--- src/rtl/tst_pkg.sv ---
package tst_pkg;
   localparam int REG_AW  = 4;
   localparam int WORD_W  = 32;
   localparam int FRAME_W = 16;

   localparam logic [REG_AW-1:0] IX_SYNC    = 4'd0;
   localparam logic [REG_AW-1:0] IX_HEIGHT  = 4'd1;
   localparam logic [REG_AW-1:0] IX_INIT    = 4'd2;
   localparam logic [REG_AW-1:0] IX_RD_IRQ  = 4'd3;
   localparam logic [REG_AW-1:0] IX_WR_IRQ  = 4'd4;
   localparam logic [REG_AW-1:0] IX_START   = 4'd5;
   localparam logic [REG_AW-1:0] IX_THRESH  = 4'd6;
   localparam logic [REG_AW-1:0] IX_WRCNT   = 4'd7;
   localparam logic [REG_AW-1:0] IX_AUTOREF = 4'd8;
   localparam logic [REG_AW-1:0] IX_CMD     = 4'd9;
   localparam logic [REG_AW-1:0] IX_RDSTAT  = 4'd10;

   localparam int BIT_CNT_EN = 19;
   localparam int BIT_EXT    = 20;
   localparam int BIT_AR_EN  = 31;
   localparam int BIT_SEED   = 0;
   localparam int BIT_RECOV  = 1;
endpackage

--- src/rtl/tst_vsync_sel.sv ---
module tst_vsync_sel #(
   parameter int LINE_W      = 16,
   parameter int SYNC_STAGES = 2
) (
   input  logic              clk,
   input  logic              rst_n,
   input  logic              ext_sel,
   input  logic              te_in,
   input  logic              int_vs,
   input  logic              ar_en,
   input  logic [LINE_W-1:0] ar_interval,
   output logic              vs_evt,
   output logic              ar_kick
);
   logic te_s, te_prev;
   logic [LINE_W-1:0] ar_cnt;

   generate
      if (SYNC_STAGES == 0) begin : g_direct
         assign te_s = te_in;
      end else begin : g_sync
         logic [SYNC_STAGES-1:0] chain;
         always_ff @(posedge clk or negedge rst_n) begin
            if (!rst_n) chain <= '0;
            else        chain <= {chain[SYNC_STAGES-2:0], te_in};
         end
         assign te_s = chain[SYNC_STAGES-1];
      end
   endgenerate

   always_ff @(posedge clk or negedge rst_n) begin
      if (!rst_n) te_prev <= 1'b0;
      else        te_prev <= te_s;
   end

   assign vs_evt = ext_sel ? (te_s & ~te_prev) : int_vs;

   always_ff @(posedge clk or negedge rst_n) begin
      if (!rst_n) begin
         ar_cnt  <= '0;
         ar_kick <= 1'b0;
      end else begin
         ar_kick <= 1'b0;
         if (!ar_en || ar_interval == '0) begin
            ar_cnt <= '0;
         end else if (vs_evt) begin
            if (ar_cnt + 1'b1 == ar_interval) begin
               ar_cnt  <= '0;
               ar_kick <= 1'b1;
            end else begin
               ar_cnt <= ar_cnt + 1'b1;
            end
         end
      end
   end
endmodule

--- src/rtl/tst_rd_ptr.sv ---
module tst_rd_ptr #(
   parameter int LINE_W  = 16,
   parameter int FRAME_W = 16
) (
   input  logic               clk,
   input  logic               rst_n,
   input  logic               en,
   input  logic               vs_evt,
   input  logic               line_tick,
   input  logic [LINE_W-1:0]  div,
   input  logic [LINE_W-1:0]  height,
   input  logic [LINE_W-1:0]  init,
   input  logic [LINE_W-1:0]  irq_line,
   output logic [LINE_W-1:0]  line,
   output logic [FRAME_W-1:0] frame,
   output logic               irq,
   output logic               adv
);
   logic [LINE_W-1:0] pre, nxt;

   assign nxt = (line == height) ? '0 : line + 1'b1;
   assign adv = en && !vs_evt && line_tick && (pre == div);

   always_ff @(posedge clk or negedge rst_n) begin
      if (!rst_n) begin
         line  <= '0;
         frame <= '0;
         pre   <= '0;
         irq   <= 1'b0;
      end else begin
         irq <= 1'b0;
         if (en) begin
            if (vs_evt) begin
               line  <= init;
               frame <= frame + 1'b1;
               pre   <= '0;
               irq   <= (init == irq_line);
            end else if (line_tick) begin
               if (pre == div) begin
                  pre  <= '0;
                  line <= nxt;
                  irq  <= (nxt == irq_line);
               end else begin
                  pre <= pre + 1'b1;
               end
            end
         end
      end
   end
endmodule

--- src/rtl/tst_wr_ptr.sv ---
module tst_wr_ptr #(
   parameter int LINE_W  = 16,
   parameter int FRAME_W = 16
) (
   input  logic               clk,
   input  logic               rst_n,
   input  logic               load,
   input  logic [LINE_W-1:0]  load_line,
   input  logic [FRAME_W-1:0] load_frame,
   input  logic               recover,
   input  logic               seed,
   input  logic [LINE_W-1:0]  start_pos,
   input  logic [LINE_W-1:0]  thr_start,
   input  logic               tick,
   input  logic               new_frame,
   input  logic [LINE_W-1:0]  irq_line,
   output logic [LINE_W-1:0]  line,
   output logic [FRAME_W-1:0] frame,
   output logic               irq
);
   logic [LINE_W-1:0] seed_val, inc;

   assign seed_val = start_pos + thr_start + 1'b1;
   assign inc      = line + 1'b1;

   always_ff @(posedge clk or negedge rst_n) begin
      if (!rst_n) begin
         line  <= '0;
         frame <= '0;
         irq   <= 1'b0;
      end else begin
         irq <= 1'b0;
         if (load) begin
            line  <= load_line;
            frame <= load_frame;
         end else if (recover) begin
            line <= start_pos;
         end else if (seed) begin
            line  <= seed_val;
            frame <= '0;
         end else begin
            if (tick) begin
               line <= inc;
               irq  <= (inc == irq_line);
            end
            if (new_frame) frame <= frame + 1'b1;
         end
      end
   end
endmodule

--- src/rtl/tst_start_gate.sv ---
module tst_start_gate #(
   parameter int LINE_W = 16
) (
   input  logic              clk,
   input  logic              rst_n,
   input  logic              frame_req,
   input  logic [LINE_W-1:0] rd_line,
   input  logic [LINE_W-1:0] wr_line,
   input  logic [LINE_W-1:0] start_pos,
   input  logic [LINE_W-1:0] thr_start,
   input  logic [LINE_W-1:0] thr_cont,
   output logic              permit,
   output logic              streaming,
   output logic              grant_new
);
   logic [LINE_W:0] win_hi, lead;
   logic            in_win, in_lead;

   assign win_hi  = {1'b0, start_pos} + {1'b0, thr_start};
   assign in_win  = (rd_line >= start_pos) && ({1'b0, rd_line} <= win_hi);
   assign lead    = {1'b0, wr_line} - {1'b0, rd_line};
   assign in_lead = (wr_line >= rd_line) && (lead <= {1'b0, thr_cont});

   assign permit    = streaming ? in_lead : in_win;
   assign grant_new = frame_req && permit && !streaming;

   always_ff @(posedge clk or negedge rst_n) begin
      if (!rst_n)         streaming <= 1'b0;
      else if (!frame_req) streaming <= 1'b0;
      else if (grant_new)  streaming <= 1'b1;
   end
endmodule

--- src/rtl/tear_sync_tracker.sv ---
module tear_sync_tracker
   import tst_pkg::*;
#(
   parameter int LINE_W      = 16,
   parameter int SYNC_STAGES = 2
) (
   input  logic              clk,
   input  logic              rst_n,
   input  logic              reg_we,
   input  logic [3:0]        reg_waddr,
   input  logic [31:0]       reg_wdata,
   input  logic [3:0]        reg_raddr,
   output logic [31:0]       reg_rdata,
   input  logic              te_in,
   input  logic              int_vsync,
   input  logic              line_tick,
   input  logic              wr_line_tick,
   input  logic              frame_req,
   output logic              frame_permit,
   output logic              rd_irq,
   output logic              wr_irq,
   output logic              autorefresh_kick
);
   localparam int HALF_W = WORD_W / 2;

   generate
      if (LINE_W < 4 || LINE_W > HALF_W) begin : g_bad_line_w
         $error("LINE_W must lie in 4..16");
      end
      if (SYNC_STAGES < 0 || SYNC_STAGES > 4) begin : g_bad_sync
         $error("SYNC_STAGES must lie in 0..4");
      end
   endgenerate

   logic [LINE_W-1:0] cfg_div, cfg_height, cfg_init, cfg_rd_irq, cfg_wr_irq;
   logic [LINE_W-1:0] cfg_start, cfg_thr_start, cfg_thr_cont, cfg_ar_int;
   logic              cfg_cnt_en, cfg_ext, cfg_ar_en;

   logic               vs_evt, rd_adv, streaming, grant_new;
   logic [LINE_W-1:0]  rd_line, wr_line;
   logic [FRAME_W-1:0] rd_frame, wr_frame;
   logic               wr_load, seed_cmd, recover_cmd;

   wire unused_wdata = &{1'b0, reg_wdata};

   function automatic logic [HALF_W-1:0] widen(input logic [LINE_W-1:0] v);
      logic [HALF_W-1:0] r;
      r = '0;
      r[LINE_W-1:0] = v;
      return r;
   endfunction

   always_ff @(posedge clk or negedge rst_n) begin
      if (!rst_n) begin
         cfg_div <= '0; cfg_height <= '0; cfg_init <= '0;
         cfg_rd_irq <= '0; cfg_wr_irq <= '0; cfg_start <= '0;
         cfg_thr_start <= '0; cfg_thr_cont <= '0; cfg_ar_int <= '0;
         cfg_cnt_en <= 1'b0; cfg_ext <= 1'b0; cfg_ar_en <= 1'b0;
      end else if (reg_we) begin
         case (reg_waddr)
            IX_SYNC: begin
               cfg_div    <= reg_wdata[LINE_W-1:0];
               cfg_cnt_en <= reg_wdata[BIT_CNT_EN];
               cfg_ext    <= reg_wdata[BIT_EXT];
            end
            IX_HEIGHT: cfg_height <= reg_wdata[LINE_W-1:0];
            IX_INIT:   cfg_init   <= reg_wdata[LINE_W-1:0];
            IX_RD_IRQ: cfg_rd_irq <= reg_wdata[LINE_W-1:0];
            IX_WR_IRQ: cfg_wr_irq <= reg_wdata[LINE_W-1:0];
            IX_START:  cfg_start  <= reg_wdata[LINE_W-1:0];
            IX_THRESH: begin
               cfg_thr_start <= reg_wdata[LINE_W-1:0];
               cfg_thr_cont  <= reg_wdata[HALF_W +: LINE_W];
            end
            IX_AUTOREF: begin
               cfg_ar_int <= reg_wdata[LINE_W-1:0];
               cfg_ar_en  <= reg_wdata[BIT_AR_EN];
            end
            default: ;
         endcase
      end
   end

   assign wr_load     = reg_we && (reg_waddr == IX_WRCNT);
   assign seed_cmd    = reg_we && (reg_waddr == IX_CMD) && reg_wdata[BIT_SEED];
   assign recover_cmd = reg_we && (reg_waddr == IX_CMD) && reg_wdata[BIT_RECOV];

   always_comb begin
      reg_rdata = '0;
      case (reg_raddr)
         IX_SYNC:    reg_rdata = {11'b0, cfg_ext, cfg_cnt_en, 3'b0, widen(cfg_div)};
         IX_HEIGHT:  reg_rdata = {{HALF_W{1'b0}}, widen(cfg_height)};
         IX_INIT:    reg_rdata = {{HALF_W{1'b0}}, widen(cfg_init)};
         IX_RD_IRQ:  reg_rdata = {{HALF_W{1'b0}}, widen(cfg_rd_irq)};
         IX_WR_IRQ:  reg_rdata = {{HALF_W{1'b0}}, widen(cfg_wr_irq)};
         IX_START:   reg_rdata = {{HALF_W{1'b0}}, widen(cfg_start)};
         IX_THRESH:  reg_rdata = {widen(cfg_thr_cont), widen(cfg_thr_start)};
         IX_WRCNT:   reg_rdata = {wr_frame, widen(wr_line)};
         IX_AUTOREF: reg_rdata = {cfg_ar_en, 15'b0, widen(cfg_ar_int)};
         IX_RDSTAT:  reg_rdata = {rd_frame, widen(rd_line)};
         default:    reg_rdata = '0;
      endcase
   end

   tst_vsync_sel #(.LINE_W(LINE_W), .SYNC_STAGES(SYNC_STAGES)) u_vs (
      .clk(clk), .rst_n(rst_n), .ext_sel(cfg_ext), .te_in(te_in),
      .int_vs(int_vsync), .ar_en(cfg_ar_en), .ar_interval(cfg_ar_int),
      .vs_evt(vs_evt), .ar_kick(autorefresh_kick)
   );

   tst_rd_ptr #(.LINE_W(LINE_W), .FRAME_W(FRAME_W)) u_rd (
      .clk(clk), .rst_n(rst_n), .en(cfg_cnt_en), .vs_evt(vs_evt),
      .line_tick(line_tick), .div(cfg_div), .height(cfg_height),
      .init(cfg_init), .irq_line(cfg_rd_irq), .line(rd_line),
      .frame(rd_frame), .irq(rd_irq), .adv(rd_adv)
   );

   tst_wr_ptr #(.LINE_W(LINE_W), .FRAME_W(FRAME_W)) u_wr (
      .clk(clk), .rst_n(rst_n), .load(wr_load),
      .load_line(reg_wdata[LINE_W-1:0]), .load_frame(reg_wdata[WORD_W-1:HALF_W]),
      .recover(recover_cmd), .seed(seed_cmd), .start_pos(cfg_start),
      .thr_start(cfg_thr_start), .tick(wr_line_tick), .new_frame(grant_new),
      .irq_line(cfg_wr_irq), .line(wr_line), .frame(wr_frame), .irq(wr_irq)
   );

   tst_start_gate #(.LINE_W(LINE_W)) u_gate (
      .clk(clk), .rst_n(rst_n), .frame_req(frame_req), .rd_line(rd_line),
      .wr_line(wr_line), .start_pos(cfg_start), .thr_start(cfg_thr_start),
      .thr_cont(cfg_thr_cont), .permit(frame_permit), .streaming(streaming),
      .grant_new(grant_new)
   );
endmodule

--- config.mk ---
export PLATFORM = sky130hd
export DESIGN_NAME = tear_sync_tracker
export DESIGN_NICKNAME = d
export VERILOG_FILES = /design/src/rtl/tst_pkg.sv /design/src/rtl/tst_vsync_sel.sv /design/src/rtl/tst_rd_ptr.sv /design/src/rtl/tst_wr_ptr.sv /design/src/rtl/tst_start_gate.sv /design/src/rtl/tear_sync_tracker.sv
export SDC_FILE = /design/constraint.sdc
export NUM_CORES = 1
export LEC_CHECK = 0
export ABC_AREA = 1
export BUFFER_PORTS_ARGS = -buffer_cell sky130_fd_sc_hd__buf_2
export CORE_MARGIN = 5
export CORE_UTILIZATION = 50
export CTS_CLUSTER_SIZE = 10
export DETAILED_ROUTE_END_ITERATION = 7
export PLACE_DENSITY_LB_ADDON = 0.3
export SYNTH_ARGS = -nofsm -noshare
export SYNTH_HDL_FRONTEND = slang
export SYNTH_SLANG_ARGS = --single-unit
--- constraint.sdc ---
create_clock -name clk -period 6.7 [get_ports clk]
set_clock_uncertainty 0.05 [all_clocks]
set_input_delay 2.01 -clock clk [delete_from_list [all_inputs] [get_ports clk]]
set_output_delay 2.01 -clock clk [all_outputs]
set_load 0.005 [all_outputs]
# Word level (Yosys, flattened, before mapping)
# Cells that the tools add are included.
[op_classes]
addsub = 10
order_cmp = 4
eq_ne = 26
mux = 34
bitwise = 2
n_reduce_logical = 31
[op_table]
columns = ["operator", "count"]
rows = [
  ["$pmux 32 s10", 1],
  ["$mux 16", 18],
  ["$add 16x1->16 const B", 7],
  ["$eq 16x16->1", 6],
  ["$eq 4x3->1 const B", 8],
  ["$ge 16x16->1", 2],
  ["$reduce_and 2->1", 11],
  ["$add 16x16->17", 1],
  ["$le 16x17->1", 1],
  ["$le 17x16->1", 1],
  ["$sub 16x16->17", 1],
  ["$add 16x16->16", 1],
  ["$eq 4x2->1 const B", 4],
  ["$eq 4x4->1 const B", 4],
  ["$logic_not 16->1", 1],
  ["$mux 1", 15],
  ["$eq 4x1->1 const B", 2],
  ["$logic_and 1x1->1", 8],
  ["$logic_not 4->1", 2],
  ["$reduce_bool 2->1", 3],
  ["$ne 2x1->1 const B", 2],
  ["$reduce_bool 4->1", 1],
  ["$reduce_and 3->1", 1],
  ["$reduce_bool 3->1", 1],
  ["other kinds (4)", 5],
]
[totals]
regBits = 250
in_bits = 48
out_inout_bits = 36

# Longest topological paths before layout
[depth]
ltp_word = 10
mapped_depth = 26
depth_no_buf = 24

# Hierarchy
# From an unflattened synthesis, not the netlist that was laid out.
[unflattened]
hier_cells = 2743
area_unflattened_um2 = 19022.0
[modules_own_cells]
columns = ["module", "instances", "cells_per_inst", "area_each_um2", "seq_area_each_um2"]
rows = [
  ["tear_sync_tracker", 1, 945, 7243.2, 3678.5],
  ["tst_rd_ptr", 1, 545, 3754.9, 1226.2],
  ["tst_wr_ptr", 1, 557, 3547.2, 825.8],
  ["tst_start_gate", 1, 420, 2733.9, 25.0],
  ["tst_vsync_sel", 1, 276, 1742.9, 500.5],
]

# Least setup slack after synthesis
# No wires, ideal clock.
[synth_path]
kind = "input to output"
startpoint = "input port reg_raddr[2]"
endpoint = "output port reg_rdata[13]"
arrival_ns = 3.241
required_ns = 4.640
slack_ns = 1.399
cell_stages = 9
path_buffers = 1
path_cell_list = "inv_1 -> nor2_1 -> inv_1 -> nor2_1 -> clkinv_1 -> clkbuf_1 -> o22ai_1 -> nor4_1 -> o211ai_1"
[synth_via]
elab_chain_len = 2
word_cells_on_any_way = 11
[synth_lines]
columns = ["element", "line_no", "rtl"]
rows = [
  ["start: declaration", "tear_sync_tracker.sv:12", "input logic [3:0] reg_raddr,"],
  ["$eq 4x4->1 (tied with other cells)", "tear_sync_tracker.sv:90", "case (reg_raddr)"],
  ["$pmux 32 s10 (*)", "tear_sync_tracker.sv:90", ""],
  ["end: declaration", "tear_sync_tracker.sv:13", "output logic [31:0] reg_rdata,"],
]
# Mark *: on every way between the ends. The rest lies on a longest branch, timed or not.

# Worst setup path in the final report
[layout_path]
startpoint = "register u_rd.line[1]"
endpoint = "output port frame_permit"
[layout_via]
elab_chain_len = 4
word_cells_on_any_way = 8
[layout_lines]
columns = ["element", "line_no", "rtl"]
rows = [
  ["start: declaration", "tst_rd_ptr.sv:14", "output logic [LINE_W-1:0] line,"],
  ["start signal: assignment", "tst_rd_ptr.sv:34", "line <= init;"],
  ["start signal: assignment", "tst_rd_ptr.sv:41", "line <= nxt;"],
  ["$sub 16x16->17", "tst_start_gate.sv:21", "assign lead = {1'b0, wr_line} - {1'b0, rd_line};"],
  ["$le 17x16->1", "tst_start_gate.sv:22", "assign in_lead = (wr_line >= rd_line) && (lead <= {1'b0, thr_cont});"],
  ["$logic_and 1x1->1", "tst_start_gate.sv:22", ""],
  ["$mux 1 (*)", "tst_start_gate.sv:24", "assign permit = streaming ? in_lead : in_win;"],
  ["end: declaration", "tear_sync_tracker.sv:19", "output logic frame_permit,"],
]
# Marked as above.

==> impl_metrics.py <==
metrics = {
    "synthesis": {
        "synth-edff-count": 0,
        "syn_area_mm2": 0.0173,
        "synth_top_area_share_pct": 36.2,
        "synth_common_cells": "nand2_1, inv_1, o21ai_0",
        "async_flop_share_pct": 100,
        "synth_top_cell_by_area": "dfrtp_1",
        "ys.flop_type": "dfrtp_1",
        "postSynthAreaPerCell_um2": 7.38,
        "ys_seq_elements": 250,
        "syn_inst": 2344,
        "synth_warnings": 0,
        "synth.yosys.seq_area_share_pct": 36.2,
        "post-synth-top-count-cell": "nand2_1",
        "synth_area_leaders": "dfrtp_1, nand2_1, o21ai_0, ha_1, inv_1",
        "synth_nets": 2482,
        "synth.distinct_cells": 64,
    },
    "setup_path": {
        "cp.depth": 19,
        "worstSetupEndpointType": "output port",
        "crit_slowest_cell": "dfrtp_1",
        "worstPathArrival_ns": 4.30,
        "startpoint_type": "flip-flop",
        "r2r_end": "u_wr.frame[8]",
        "critPathCapture": "frame_permit",
        "reg2reg_slack_ns": 2.36,
        "critPathLaunch": "u_rd.line[1]",
        "crit_required_ns": 4.64,
        "worstPathCellList": "inv_1, ha_1, inv_1, o31ai_1, a21boi_0, o21ai_1, a21boi_0, o21ai_1, xor2_1, ha_1, nand4_1, inv_1, nand2_1, a31o_2, nand2_1, a21oi_1, o21ai_0, nand2_1, buf_2",
        "r2r_cells": 19,
        "r2r-start": "cfg_start[0]",
        "cp_top_family": "compound AO/OA/AOI/OAI gates",
        "max_stage_delay_ns": 0.50,
        "crit_buf_inv": 4,
        "crit_path_max_fanout": 6,
        "criticalPathCategory": "reg2out",
    },
    "grt": {
        "grt.met2_usage_pct": 49.7,
        "grt_use_total_pct": 31.7,
        "antenna_found_initial": 1,
        "top_usage_layer": "met2",
        "grt-ovfl-total": 0,
        "grt_pass1_vias": 16100,
        "use_met3_pct": 5.12,
        "grt_max_degree": 112,
        "grt_first_pass_wirelength_mm": 95.5,
        "use_met1_pct": 43.8,
    },
    "sta": {
        "max_freq_ghz": 0.157,
        "slew_viol_final": 0,
        "tightest_slew_ns": 1.16,
        "fin_crit_sh_pct": 94.9,
        "timing_hold_violations_final": 0,
        "relSlewSlack_pct": 22.5,
        "hold_ws_ns": 0.296,
        "post-route-min-period_ns": 6.36,
        "rsz0062_at_grt": "no",
        "setup_tns_ns": 0,
        "fin_ws_ns": 0.341,
        "setup_viol": 0,
    },
    "min_path": {
        "hold_path_class": "reg2reg",
        "worstHoldStart": "u_vs.g_sync.chain[0]",
        "worstHoldPathCells": 0,
    },
    "drt": {
        "vias": 17000,
        "firstDrtPassIters": 7,
        "drt-initial-drc-count": 1890,
        "vias_per_cell": 5.91,
        "ant_nets": 0,
        "routed_wl_mm": 62.0,
        "drc": 0,
        "wl_per_cell_um": 21.6,
    },
    "die": {
        "fp.dieArea_mm2": 0.0384,
        "pin_count": 84,
        "std_cell_rows": 68,
        "die_h_um": 196,
        "initial_core_util_pct": 50.3,
        "die_x_um": 196,
        "core_area_mm2": 0.0344,
    },
    "power_and_ir_drop": {
        "clkPwrFrac_pct": 21.3,
        "p_leak_nw": 9.31,
        "peakVddDrop_mv": 0.217,
        "pwr_density_cell_mw_per_mm2": 393,
        "pwr-share-seq_pct": 31.4,
        "power.net_switching_mw": 3.44,
        "p_comb_share_pct": 47.2,
        "switching_share_pct": 45.9,
        "p_int_mw": 4.06,
    },
    "clock_tree": {
        "cts-root-buf": "clkbuf_16",
        "clk_latency_ns": 0.59,
        "cts_inserted_buffers": 31,
        "ctsLongestPathBuffers": 3,
        "ctsHoldBuffers": 0,
        "cts_num_sinks": 250,
        "h-tree-depth": 1,
        "cts_tree": "done",
        "clk_pin_slew_ns": 0.06,
    },
    "layout": {
        "antennaDiodeCount": 0,
        "seq_area_mm2": 0.00626,
        "final_cells": 2869,
        "final_core_util_pct": 55.5,
        "drive_gt1_share_pct": 8.86,
        "multi_input_area_mm2": 0.00960,
        "fillers": 3318,
        "syn_to_final_growth_pct": 10.3,
        "nets": 2539,
    },
    "placement": {
        "gp_congestion": 1.04,
        "portBuffers": 83,
        "pre_cts_ws_ns": 0.605,
        "dp_cells": 2822,
        "hpwlAfterDp_mm": 47.9,
    },
    "job": {
        "max_cap_viol_count": 0,
    },
    "status": {
        "status": "finished clean",
    },
}
## final cells by class
type / instances / share of cell area, %
Tap cell: 455 / 2.99
Multi-Input combinational cell: 1716 / 50.3
Clock inverter: 7 / 0.525
Inverter: 299 / 5.89
Sequential cell: 250 / 32.8
Clock buffer: 39 / 4.33
Timing Repair Buffer: 103 / 3.12
## layer usage
layer  routed length (um)  share of wire [%]
met1                25800                 42
met2                27500                 44
met3                 5430                8.8
met4                 3150                5.1
met5                   41              0.066
## power groups by stage
stage	logic [mW]	clock network (mW)	registers, mW
CTS	3.47	1.62	2.33
finish	3.54	1.60	2.36
global placement	3.37	0	2.35
detailed placement	3.44	0	2.35
global route	3.97	1.68	2.38
floorplan	2.48	0	2.15
## state kept, by name, summed over array words and instances, names as in the netlist, 2 cells and up
name / count
u_vs.ar_cnt: 16
cfg_init: 16
u_rd.frame: 16
cfg_thr_cont: 16
u_wr.frame: 16
cfg_thr_start: 16
cfg_rd_irq: 16
cfg_wr_irq: 16
u_wr.line: 16
cfg_height: 16
cfg_ar_int: 16
cfg_div: 16
u_vs.g_sync.chain: 2
u_rd.line: 16
cfg_start: 16
u_rd.pre: 16
## cells in the final DEF (no fill, tap or decap), drive strengths merged, types with 37 or more instances in the layout
cell type  instances
nand4             37
a21oi             96
nor2             150
o21ai            276
inv              298
nand3            112
clkbuf            39
nand2            588
buf              103
dfrtp            250
o22ai             50
ha                87
nor3              39
xor2             108
## cell families (layout without fill, tap and decap cells)
family                   after synthesis  after routing  synth area share, %
AO/OA/AOI/OAI                        529            529                 17.6
buffers and inverters                378            448                 8.43
AND/OR/NAND/NOR                      966            966                 24.5
XOR/XNOR                             131            131                 6.68
flip-flops                           250            250                 36.2
adder cells (fa/ha/maj)               90             90                 6.64
## how the worst min path moves through the flow
| stage | to |
|---|---|
| after global routing | u_vs.g_sync.chain[1] |
| after detailed placement | u_vs.g_sync.chain[1] |
| final | u_vs.g_sync.chain[1] |
| after CTS | u_vs.g_sync.chain[1] |
| after floorplan | u_vs.g_sync.chain[1] |
| after global placement | u_vs.g_sync.chain[1] |
## stage by stage
step | total power, mW | instance area, um^2
final | 7.49 | 19100
after global routing | 8.03 | 19100
after CTS | 7.43 | 19100
after detailed placement | 5.80 | 18100
after global placement | 5.72 | 18100
after floorplan | 4.63 | 17300
## timing repair
| item | in CTS | in global routing |
|---|---|---|
| setup endpoints to repair | 0 | 1 |
| hold endpoints to repair | 0 | 0 |
| resized for setup | 0 | 1 |
| buffers inserted | 0 | 0 |
Power figures use the tool's default switching activity.
